[config.mk]
export PLATFORM = sky130hd
export DESIGN_NAME = kbd_irq_ctrl
export DESIGN_NICKNAME = d
export VERILOG_FILES = /design/src/rtl/kbd_irq_pkg.sv /design/src/rtl/kbd_rst_sync.sv /design/src/rtl/kbd_sync.sv /design/src/rtl/kbd_detect.sv /design/src/rtl/kbd_regs.sv /design/src/rtl/kbd_irq_ctrl.sv
export SDC_FILE = /design/constraint.sdc
export NUM_CORES = 1
export LEC_CHECK = 0
export BUFFER_PORTS_ARGS = -buffer_cell sky130_fd_sc_hd__buf_4
export CORE_MARGIN = 2
export CORE_UTILIZATION = 59
export CTS_CLUSTER_SIZE = 12
export DETAILED_ROUTE_END_ITERATION = 8
export HOLD_SLACK_MARGIN = 0.02
export PLACE_DENSITY = 0.87
export SYNTH_ARGS = -nofsm -noshare
export SYNTH_HDL_FRONTEND = slang
export SYNTH_HIERARCHICAL = 1
export SYNTH_SLANG_ARGS = --single-unit
export TNS_END_PERCENT = 20
[constraint.sdc]
create_clock -name clk -period 3 [get_ports clk]
set_input_delay 0.45 -clock clk [delete_from_list [all_inputs] [get_ports clk]]
set_output_delay 0.45 -clock clk [all_outputs]
set_load 0.05 [all_outputs]
[src/rtl/kbd_irq_pkg.sv]
package kbd_irq_pkg;
  localparam int unsigned DATA_W = 8;
  localparam int unsigned ADDR_W = 2;

  typedef enum logic [ADDR_W-1:0] {
    ADR_CTL  = 2'd0,
    ADR_MASK = 2'd1,
    ADR_SENS = 2'd2,
    ADR_NONE = 2'd3
  } kbd_addr_e;

  localparam int unsigned CTL_FLAG = 3;
  localparam int unsigned CTL_ACK  = 2;
  localparam int unsigned CTL_IE   = 1;
  localparam int unsigned CTL_MODE = 0;
endpackage

[src/rtl/kbd_rst_sync.sv]
module kbd_rst_sync #(
  parameter int unsigned STAGES = 2
) (
  input  logic clk,
  input  logic rst_n,
  output logic rst_sync_n
);
  logic [STAGES-1:0] chain_q;
  logic [STAGES-1:0] chain_d;

  always_comb chain_d = {chain_q[STAGES-2:0], 1'b1};

  always_ff @(posedge clk or negedge rst_n) begin
    if (!rst_n) chain_q <= '0;
    else        chain_q <= chain_d;
  end

  assign rst_sync_n = chain_q[STAGES-1];
endmodule

[src/rtl/kbd_sync.sv]
module kbd_sync #(
  parameter int unsigned WIDTH  = 8,
  parameter int unsigned STAGES = 2
) (
  input  logic             clk,
  input  logic             rst_n,
  input  logic [WIDTH-1:0] async_i,
  output logic [WIDTH-1:0] sync_o
);
  logic [WIDTH-1:0] stage_q [STAGES];

  genvar s;
  generate
    for (s = 0; s < STAGES; s++) begin : g_stage
      logic [WIDTH-1:0] stage_d;
      if (s == 0) begin : g_first
        always_comb stage_d = async_i;
      end else begin : g_next
        always_comb stage_d = stage_q[s-1];
      end
      always_ff @(posedge clk or negedge rst_n) begin
        if (!rst_n) stage_q[s] <= '0;
        else        stage_q[s] <= stage_d;
      end
    end
  endgenerate

  assign sync_o = stage_q[STAGES-1];
endmodule

[src/rtl/kbd_detect.sv]
module kbd_detect #(
  parameter int unsigned WIDTH = 8
) (
  input  logic             clk,
  input  logic             rst_n,
  input  logic [WIDTH-1:0] line_s,
  input  logic [WIDTH-1:0] watch,
  input  logic [WIDTH-1:0] sense,
  input  logic             level_mode,
  output logic             set_any,
  output logic             level_any
);
  logic [WIDTH-1:0] prev_q;
  logic [WIDTH-1:0] prev_d;
  logic [WIDTH-1:0] act_now;
  logic [WIDTH-1:0] act_prev;
  logic [WIDTH-1:0] edge_hit;
  logic [WIDTH-1:0] lvl_hit;

  always_comb prev_d = line_s;

  always_ff @(posedge clk or negedge rst_n) begin
    if (!rst_n) prev_q <= '0;
    else        prev_q <= prev_d;
  end

  genvar g;
  generate
    for (g = 0; g < WIDTH; g++) begin : g_line
      assign act_now[g]  = sense[g] ? line_s[g] : ~line_s[g];
      assign act_prev[g] = sense[g] ? prev_q[g] : ~prev_q[g];
      assign edge_hit[g] = watch[g] & act_now[g] & ~act_prev[g];
      assign lvl_hit[g]  = watch[g] & act_now[g];
    end
  endgenerate

  assign level_any = |lvl_hit;
  assign set_any   = (|edge_hit) | (level_mode & level_any);
endmodule

[src/rtl/kbd_regs.sv]
module kbd_regs
  import kbd_irq_pkg::*;
#(
  parameter int unsigned WIDTH = 8
) (
  input  logic              clk,
  input  logic              rst_n,
  input  logic              reg_we,
  input  logic [ADDR_W-1:0] reg_addr,
  input  logic [DATA_W-1:0] reg_wdata,
  output logic [DATA_W-1:0] reg_rdata,
  input  logic              set_any,
  output logic [WIDTH-1:0]  watch_q,
  output logic [WIDTH-1:0]  sense_q,
  output logic              ie_q,
  output logic              mode_q,
  output logic              flag_q
);
  logic             ctl_wr, mask_wr, sens_wr, ack;
  logic [WIDTH-1:0] watch_d, sense_d;
  logic             ie_d, mode_d, flag_d;

  always_comb begin
    ctl_wr  = reg_we && (reg_addr == ADR_CTL);
    mask_wr = reg_we && (reg_addr == ADR_MASK);
    sens_wr = reg_we && (reg_addr == ADR_SENS);
    ack     = ctl_wr && reg_wdata[CTL_ACK];

    ie_d    = ctl_wr  ? reg_wdata[CTL_IE]   : ie_q;
    mode_d  = ctl_wr  ? reg_wdata[CTL_MODE] : mode_q;
    watch_d = mask_wr ? reg_wdata[WIDTH-1:0] : watch_q;
    sense_d = sens_wr ? reg_wdata[WIDTH-1:0] : sense_q;

    if (set_any)  flag_d = 1'b1;
    else if (ack) flag_d = 1'b0;
    else          flag_d = flag_q;
  end

  always_ff @(posedge clk or negedge rst_n) begin
    if (!rst_n) begin
      ie_q    <= 1'b0;
      mode_q  <= 1'b0;
      watch_q <= '0;
      sense_q <= '0;
      flag_q  <= 1'b0;
    end else begin
      ie_q    <= ie_d;
      mode_q  <= mode_d;
      watch_q <= watch_d;
      sense_q <= sense_d;
      flag_q  <= flag_d;
    end
  end

  always_comb begin
    reg_rdata = '0;
    unique case (reg_addr)
      ADR_CTL: begin
        reg_rdata[CTL_FLAG] = flag_q;
        reg_rdata[CTL_IE]   = ie_q;
        reg_rdata[CTL_MODE] = mode_q;
      end
      ADR_MASK: reg_rdata[WIDTH-1:0] = watch_q;
      ADR_SENS: reg_rdata[WIDTH-1:0] = sense_q;
      default:  reg_rdata = '0;
    endcase
  end
endmodule

[src/rtl/kbd_irq_ctrl.sv]
module kbd_irq_ctrl
  import kbd_irq_pkg::*;
#(
  parameter int unsigned NLINES      = 8,
  parameter int unsigned SYNC_STAGES = 2
) (
  input  logic              clk,
  input  logic              rst_n,
  input  logic [NLINES-1:0] pins_i,
  input  logic              reg_we,
  input  logic [ADDR_W-1:0] reg_addr,
  input  logic [DATA_W-1:0] reg_wdata,
  output logic [DATA_W-1:0] reg_rdata,
  output logic              irq_o
);
  logic              rst_sync_n;
  logic [NLINES-1:0] line_s;
  logic [NLINES-1:0] watch_q, sense_q;
  logic              ie_q, mode_q, flag_q;
  logic              set_any, level_any;

  kbd_rst_sync #(.STAGES(2)) u_rst (
    .clk        (clk),
    .rst_n      (rst_n),
    .rst_sync_n (rst_sync_n)
  );

  kbd_sync #(.WIDTH(NLINES), .STAGES(SYNC_STAGES)) u_sync (
    .clk     (clk),
    .rst_n   (rst_sync_n),
    .async_i (pins_i),
    .sync_o  (line_s)
  );

  kbd_detect #(.WIDTH(NLINES)) u_det (
    .clk        (clk),
    .rst_n      (rst_sync_n),
    .line_s     (line_s),
    .watch      (watch_q),
    .sense      (sense_q),
    .level_mode (mode_q),
    .set_any    (set_any),
    .level_any  (level_any)
  );

  kbd_regs #(.WIDTH(NLINES)) u_regs (
    .clk       (clk),
    .rst_n     (rst_sync_n),
    .reg_we    (reg_we),
    .reg_addr  (reg_addr),
    .reg_wdata (reg_wdata),
    .reg_rdata (reg_rdata),
    .set_any   (set_any),
    .watch_q   (watch_q),
    .sense_q   (sense_q),
    .ie_q      (ie_q),
    .mode_q    (mode_q),
    .flag_q    (flag_q)
  );

  assign irq_o = flag_q & ie_q;
endmodule

-- Word-level counts from Yosys, hierarchy flattened
Index checks and enable logic that the tools add are counted.
W data, S select, Z words.
- output and inout bits: 9
- register bits after elaboration: 45
- word-level logic and storage cells: 84
- reductions and logical operators: 8
- bitwise logic cells: 43
- eq/ne operators: 2
- muxes and demuxes: 22
- operator list (kind ; count):
    $not A1 Y1 ; 24
    $and A1 B1 Y1 ; 18
    $mux W1 ; 18
    $reduce_or A8 Y1 ; 2
    $pmux W4 S2 ; 1
    $pmux W2 S3 ; 1
    $logic_and A1 B1 Y1 ; 4
    $pmux W1 S3 ; 1
    $eq A2 B1 Y1 const B ; 1
    $eq A2 B2 Y1 const B ; 1
    $logic_not A2 Y1 ; 1
    $pmux W1 S2 ; 1
    $reduce_bool A2 Y1 ; 1
    $or A1 B1 Y1 ; 1

-- Logic depth before layout (Yosys ltp)
Gate-level depths: netlist of run 1.
- depth in word-level cells: 7
- gate-level depth with buffers: 5

-- Cells and area by module
Netlist of run 1, hierarchy kept.
- by module, submodules not included (module ; area an instance (µm²) ; instances ; cells an instance ; seq. area each (µm²)):
    kbd_regs ; 889.6 ; 1 ; 66 ; 475.5
    kbd_detect ; 506.7 ; 1 ; 49 ; 200.2
    kbd_sync ; 400.4 ; 1 ; 16 ; 400.4
    kbd_rst_sync ; 53.8 ; 1 ; 3 ; 50.0
    kbd_irq_ctrl ; 6.3 ; 1 ; 1 ; 0.0

-- Worst setup path after synthesis of run 1
No wires, ideal clock.
- path type: input to output
- from: input port reg_addr[0]
- to: output port reg_rdata[4]
- stages: 5
- buffers on the path: 1
- setup slack: 0.985 ns
- arrival time: 1.565 ns
- cell sequence: inv_1 > ha_1 > buf_4 > a22oi_1 > nor2b_1
- longest elaborated chain between the ends: 2
- ends and longest elaborated chain (item ; line ; text):
    from (decl) ; kbd_irq_ctrl.sv:11 ; input logic [ADDR_W-1:0] reg_addr,
    $eq A2 B2 Y1 or $eq A2 B1 Y1 (tied branches) ; kbd_regs.sv:57 ; unique case (reg_addr)
    $pmux W4 S2 (*) ; kbd_regs.sv:57 ;
    to (decl) ; kbd_irq_ctrl.sv:13 ; output logic [DATA_W-1:0] reg_rdata,
Every way passes the cells marked *; elsewhere a longest branch is shown, timed or not.

-- Worst setup path after layout of run 1
- from: input port reg_addr[0]
- to: output port reg_rdata[0]
- longest elaborated chain between the ends: 2
- ends and longest elaborated chain (item ; line):
    $eq A2 B2 Y1, or another cell as far along ; kbd_regs.sv:57
    $pmux W2 S3 (*) ; kbd_regs.sv:57
Marked as above.

==> impl_metrics.env, run 1 <==
export IMPL_cp_max_fo=9
export IMPL_gp_congestion=0.802
export IMPL_place_area_um2=2120
export IMPL_drv_cap=0
export IMPL_status="finished clean"
export IMPL_setup_slack_ps=920
export IMPL_yosys_area_top_type="dfrtp_1"
export IMPL_instances_no_fill=215
export IMPL_clk_pin_slew_ps=120
export IMPL_netlist_area_um2=1860
export IMPL_synth_warnings=6
export IMPL_p_leak_uw=0.000973
export IMPL_grt_pass1_vias=1234
export IMPL_hold_viol=0
export IMPL_synth_main_ff_cell="dfrtp_1"
export IMPL_max_slew_margin=0.403
export IMPL_synth_top_family_by_area="multiplexers"
export IMPL_grt_util_all_layers=0.226
export IMPL_cpMostUsedCell="buf_4"
export IMPL_syn_num_nets=160
export IMPL_syn2layout_area_growth_pct=17.8
export IMPL_drtPass1Iterations=4
export IMPL_p_int_uw=920
export IMPL_clk_root_buffer_cell="clkbuf_4"
export IMPL_worstPathCellList="buf_4 > inv_1 > ha_1 > a222oi_1 > nor2_1 > buf_4"
export IMPL_yosysSeqAreaShare=0.606
export IMPL_vias=1206
export IMPL_muxShareOfSynthArea=0.109
export IMPL_drtAntennaViolNets=0
export IMPL_nFillCells=217
export IMPL_synth_xor_area_share=0.0377
export IMPL_max_slew_worst_pin_slew_ps=896
export IMPL_dieWidth_um=60.1
export IMPL_avgViaCountPerCell=5.61
export IMPL_synthTopCellsByArea="dfrtp_1 (61%), mux2_2 (11%), xnor2_1 (3.8%), ha_1 (2.7%), a22oi_1 (2.4%)"
export IMPL_syn_inst=135
export IMPL_switching_share=0.293
export IMPL_syn_avg_cell_area_um2=13.8
export IMPL_place_inst=207
export IMPL_fin_setup_tns_ps=0
export IMPL_drt_wl_total_um=3450
export IMPL_cellPowerDensity_nw_per_um2=595
export IMPL_fmax_mhz=481
export IMPL_synth_compound_gate_area_share=0.104
export IMPL_critical_path_arrival_ps=1630
export IMPL_drc=0
export IMPL_finalMaxSlewViolations=0
export IMPL_setup_viol=0
export IMPL_register_area_um2=1130
export IMPL_grt_max_degree=23
export IMPL_post_dp_hpwl_um=2570
export IMPL_dieArea_um2=3610
export IMPL_slowest_delay_ps=420
export IMPL_clock_path_buffers=2
export IMPL_fp_dieH_um=60.1
export IMPL_drive_above_1_share=0.345
export IMPL_seq_power_share=0.573
export IMPL_vdd_drop_max_mv=0.340
export IMPL_io_pins=30
export IMPL_core_um2=3030
export IMPL_post_cts_buffers=0
export IMPL_numCtsBuffers=5
export IMPL_p_comb_frac=0.211
export IMPL_synth_ff_latch_count=45
export IMPL_synthSimpleGateAreaFrac=0.101
export IMPL_rsz0062_at_grt="no"
export IMPL_place_ws_ps=940
export IMPL_synth_top_area_share=0.606
export IMPL_synth_common_cells="dfrtp_1 (45), mux2_2 (18), xnor2_1 (8)"
export IMPL_rows=20
export IMPL_antenna_found_initial=0
export IMPL_crit_required_ps=2550
export IMPL_hp_class="primary input to flip-flop"
export IMPL_cts_tree="yes"
export IMPL_worstSetupPathType="primary input to primary output"
export IMPL_clock_sinks=45
export IMPL_final_area_um2=2190
export IMPL_reg2reg_from="u_regs/sense_q[2]$_DFFE_PN0P_"
export IMPL_htreeDepth=2
export IMPL_layout_nets=196
export IMPL_clk_latency_ps=360
export IMPL_async_flop_share=1.00
export IMPL_startpoint="reg_addr[0]"
export IMPL_ys_types=25
export IMPL_period_needed_ps=2080
export IMPL_finalPower_uw=1300
export IMPL_multiInputGateArea_um2=708
export IMPL_dr_first_iter_drc_count=65
export IMPL_start_util=0.613
export IMPL_min_from="pins_i[3]"
export IMPL_cp_end_kind="primary output"
export IMPL_switchingPower_uw=381
export IMPL_io_buffer_count=29
export IMPL_synth_edf_count=0
export IMPL_grt_overflow=0
export IMPL_synthAdderAreaFrac=0.0270
export IMPL_crit_path_start_kind="primary input"
export IMPL_slowest_stage="a222oi_1"
export IMPL_grt_pass1_wl_um=5750
export IMPL_yosysMostFrequentCell="dfrtp_1"
export IMPL_pwr_share_clk=0.216
export IMPL_skew_ps=14.6
export IMPL_fin_crit_sh=0.693
export IMPL_antennaDiodeCount=0
export IMPL_wire_per_inst_um=16.1
[worst paths after layout]
kind,to,slack (ps),depth (start not counted)
hold reg to reg,u_det/prev_q[2]$_DFF_PN0_,360,0
hold / removal,u_sync/g_stage[1].stage_d[3]$_DFF_PN0_,190,1
setup reg to reg,u_regs/flag_q$_DFFE_PN0P_,1350,5
max in group asynchronous,u_sync/sync_o[5]$_DFF_PN0_,1820,1
setup / recovery,reg_rdata[0],920,6
min in group asynchronous,u_det/prev_q[2]$_DFF_PN0_,360,0
[worst max-delay path: cells and delay by family]
family	cells	cell delay, ps
buffers and inverters	3	350
adder cells (fa/ha/maj)	1	330
AND/OR/NAND/NOR	1	70
AO/OA/AOI/OAI	1	420
[per-layer routing]
| metal | vias up | part of all wire | GRT usage |
|---|---|---|---|
| met2 | 29 | 0.52 | 0.363 |
| met4 | 0 | 0.015 | 0.0921 |
| met1 | 611 | 0.42 | 0.283 |
| met5 | - | 0 | 0 |
| li1 | 559 | - | - |
| met3 | 7 | 0.043 | 0.0736 |
[flip-flops by register name, indices dropped and copies added (netlist names)]
register / count
u_regs/ie_q: 1
u_rst/chain_q: 2
u_det/prev_q: 8
u_sync/sync_o: 8
u_regs/watch_q: 8
u_regs/flag_q: 1
u_sync/g_stage.stage_d: 8
u_regs/mode_q: 1
u_regs/sense_q: 8
[power groups by stage]
stage          logic, µW  registers [µW]  clock network, µW
3_5_place_dp         274             757                  0
5_1_grt              296             757                319
4_1_cts              276             745                294
2_1_floorplan        197             739                  0
3_3_place_gp         264             750                  0
6_report             274             746                282
[stage by stage]
step,utilization,hold slack [ps]
final,0.722,192
after CTS,0.722,180
after floorplan,-,154
after detailed placement,0.701,237
after global placement,0.701,232
after global routing,0.722,160
[cells by family (layout without fill, tap and decap cells)]
logic type      count (synthesis)  count (layout)
other cells                     1               1
xor+xnor                        8               8
simple gates                   31              31
compound gates                 24              24
fa+ha+maj                       4               4
buf+inv                         4              40
mux                            18              18
flops                          45              45
[area by class of cell]
| cell class | count | area share |
|---|---|---|
| Timing Repair Buffer | 31 | 0.108 |
| Multi-Input combinational cell | 86 | 0.324 |
| Sequential cell | 45 | 0.515 |
| Tap cell | 44 | 0.0252 |
| Clock buffer | 7 | 0.0252 |
| Inverter | 2 | 0.00343 |
[layout by cell type, fill, tap and decap left out]
cell type      instances
buf_4                 30
o22ai_1                4
nor2_1                 3
nor3b_1                4
clkbuf_8               1
xnor2_1                8
dfrtp_1               45
and3b_1                4
nand2_2                2
mux2_2                18
clkbuf_4               5
a21o_1                 1
nand2_1                5
nand4_1                2
nor2b_1                5
a222oi_1               3
inv_1                  2
dlygate4sd3_1          1
and2_1                 1
a22oi_2                3
conb_1                 1
a2111o_1               1
ha_1                   4
a22oi_1                6
a22o_1                 2
nand2b_1               4
nand3_1                1
o21ai_0                4
clkbuf_1               1
[repair_timing]
action | 4_1_cts | 5_1_grt
hold buffers | 1 | 0
endpoints found under the hold margin | 2 | 0
gates resized for setup | 0 | 0
(Power assumes the default switching activity.)
==> inputs of run 2 (changes only) <==
--- a/config.mk
+++ b/config.mk
@@ -7,11 +7,11 @@
 export LEC_CHECK = 0
 export BUFFER_PORTS_ARGS = -buffer_cell sky130_fd_sc_hd__buf_4
 export CORE_MARGIN = 2
-export CORE_UTILIZATION = 59
+export CORE_UTILIZATION = 55
 export CTS_CLUSTER_SIZE = 12
 export DETAILED_ROUTE_END_ITERATION = 8
 export HOLD_SLACK_MARGIN = 0.02
-export PLACE_DENSITY = 0.87
+export PLACE_DENSITY = 0.82
 export SYNTH_ARGS = -nofsm -noshare
 export SYNTH_HDL_FRONTEND = slang
 export SYNTH_HIERARCHICAL = 1
==> constraint.sdc (replaced) <==
create_clock -name clk -period 1.95 [get_ports clk]
set_input_delay 0.2925 -clock clk [delete_from_list [all_inputs] [get_ports clk]]
set_output_delay 0.2925 -clock clk [all_outputs]
set_load 0.05 [all_outputs]
==> impl_metrics.env, run 2 (synthesis results as in run 1) <==
export IMPL_status="finished clean"
export IMPL_hp_class="primary input to flip-flop"
export IMPL_clock_path_buffers=2
export IMPL_drtPass1Iterations=4
export IMPL_numCtsBuffers=5
export IMPL_io_buffer_count=29
export IMPL_final_common_cell="dfrtp_1"
export IMPL_dieArea_um2=3860
export IMPL_io_pins=30
export IMPL_grt_overflow=0
export IMPL_worstSetupPathType="flip-flop to primary output"
export IMPL_dieWidth_um=62.1
export IMPL_cts_resized=0
export IMPL_fp_dieH_um=62.1
export IMPL_rows=21
export IMPL_cts_tree="yes"
export IMPL_post_dp_hpwl_um=2510
export IMPL_worstRegToRegCells=5
export IMPL_dr_first_iter_drc_count=47
export IMPL_antenna_found_initial=0
export IMPL_drv_cap=0
export IMPL_drive_above_1_share=0.343
export IMPL_fin_setup_tns_ps=0
export IMPL_grt_util_all_layers=0.202
export IMPL_slowest_delay_ps=460
export IMPL_clk_latency_ps=350
export IMPL_wire_per_inst_um=15.8
export IMPL_crit_required_ps=1660
export IMPL_drc=0
export IMPL_rsz0062_at_grt="no"
export IMPL_finalMaxSlewViolations=0
export IMPL_slowest_stage="dfrtp_1"
export IMPL_cp_end_kind="primary output"
export IMPL_clk_root_buffer_cell="clkbuf_4"
export IMPL_critical_path_arrival_ps=1430
export IMPL_fin_crit_sh=0.881
export IMPL_timing_rr_end="u_regs/flag_q$_DFFE_PN0P_"
export IMPL_period_needed_ps=1720
export IMPL_place_area_um2=2130
export IMPL_layout_nets=205
export IMPL_grt_pass1_vias=1281
export IMPL_start_util=0.565
export IMPL_nFillCells=256
export IMPL_rrSetupSlack_ps=280
export IMPL_vias=1240
export IMPL_hold_depth=2
export IMPL_skew_ps=8.12
export IMPL_clk_pin_slew_ps=120
export IMPL_drt_wl_total_um=3580
export IMPL_crit_path_start_kind="flip-flop"
export IMPL_avgViaCountPerCell=5.46
export IMPL_utilization=0.704
export IMPL_grt_max_degree=23
export IMPL_core_um2=3280
export IMPL_grt_pass1_wl_um=5870
export IMPL_antennaDiodeCount=0
export IMPL_clock_sinks=45
export IMPL_vdd_drop_max_mv=0.737
export IMPL_gp_congestion=0.804
export IMPL_drtAntennaViolNets=0
export IMPL_cellPowerDensity_nw_per_um2=941
export IMPL_reg2reg_from="u_regs/sense_q[1]$_DFFE_PN0P_"
export IMPL_syn2layout_area_growth_pct=24.5
export IMPL_hold_viol=0
export IMPL_htreeDepth=2
export IMPL_min_from="reg_wdata[7]"
export IMPL_p_leak_uw=0.00102
export IMPL_worstPathCellList="a222oi_1 > nor2_1 > buf_4"
export IMPL_hold_end="u_regs/sense_q[7]$_DFFE_PN0P_"
export IMPL_cp_max_fo=5
export IMPL_final_area_um2=2310
export IMPL_setup_viol=0
export IMPL_layout_common_cells="dfrtp_1 (45), buf_4 (31), mux2_2 (18)"
export IMPL_fmax_mhz=582
export IMPL_post_cts_buffers=0
[run 2: final cells by class]
cell class | count | area [µm²] | share of cell area
clock buffers | 6 | 51.3 | 0.0222
clock inverters | 2 | 37.5 | 0.0162
inverters | 2 | 7.51 | 0.00325
multi-input cells | 86 | 708 | 0.306
flip-flops and latches | 45 | 1130 | 0.487
well taps | 46 | 57.6 | 0.0249
repair buffers | 40 | 323 | 0.140
[run 2: how the worst max path moves through the flow]
stage / cells after the start / to / slack (ps) / start
floorplan: 5 / reg_rdata[4] / 250 / reg_addr[0]
global placement: 5 / u_regs/flag_q$_DFFE_PN0P_ / 300 / u_regs/sense_q[1]$_DFFE_PN0P_
detailed placement: 6 / reg_rdata[6] / 260 / reg_addr[1]
CTS: 3 / reg_rdata[0] / 210 / u_regs/sense_q[0]$_DFFE_PN0P_
global route: 3 / reg_rdata[3] / 90 / u_regs/sense_q[3]$_DFFE_PN0P_
finish: 3 / reg_rdata[3] / 230 / u_regs/sense_q[3]$_DFFE_PN0P_
[run 2: through the flow]
stage               cells  hold WS, ps  total power (µW)  setup slack [ps]
floorplan             135        -3.09              1440               250
global placement      210         74.6              1560               303
detailed placement    210         76.1              1590               256
CTS                   220         20.0              2180               208
global route          227          150              2290              92.8
finish                227          172              2170               231
[run 2: timing repair]
item	4_1_cts	5_1_grt
endpoints found under the hold margin	3	7
endpoints found under the setup margin	0	0
hold buffers	2	7
[run 2: power by group]
group          switching, µW  internal, µW
combinational            217           226
clock                    287           305
sequential               107          1030
total                    611          1560
[run 2: routing by layer]
metal | track usage | part of all wire | wire length [µm]
met5 | 0 | 0 | 0
met4 | 0.128 | 0.037 | 133
met3 | 0.0417 | 0.033 | 120
met2 | 0.341 | 0.54 | 1930
met1 | 0.237 | 0.39 | 1400
[run 2: critical path, delay by kind of cell, from the launching register on]
kind / cells / cell delay (ps)
buffers and inverters: 1 / 190
AO/OA/AOI/OAI: 1 / 350
flip-flops: 1 / 460
AND/OR/NAND/NOR: 1 / 70
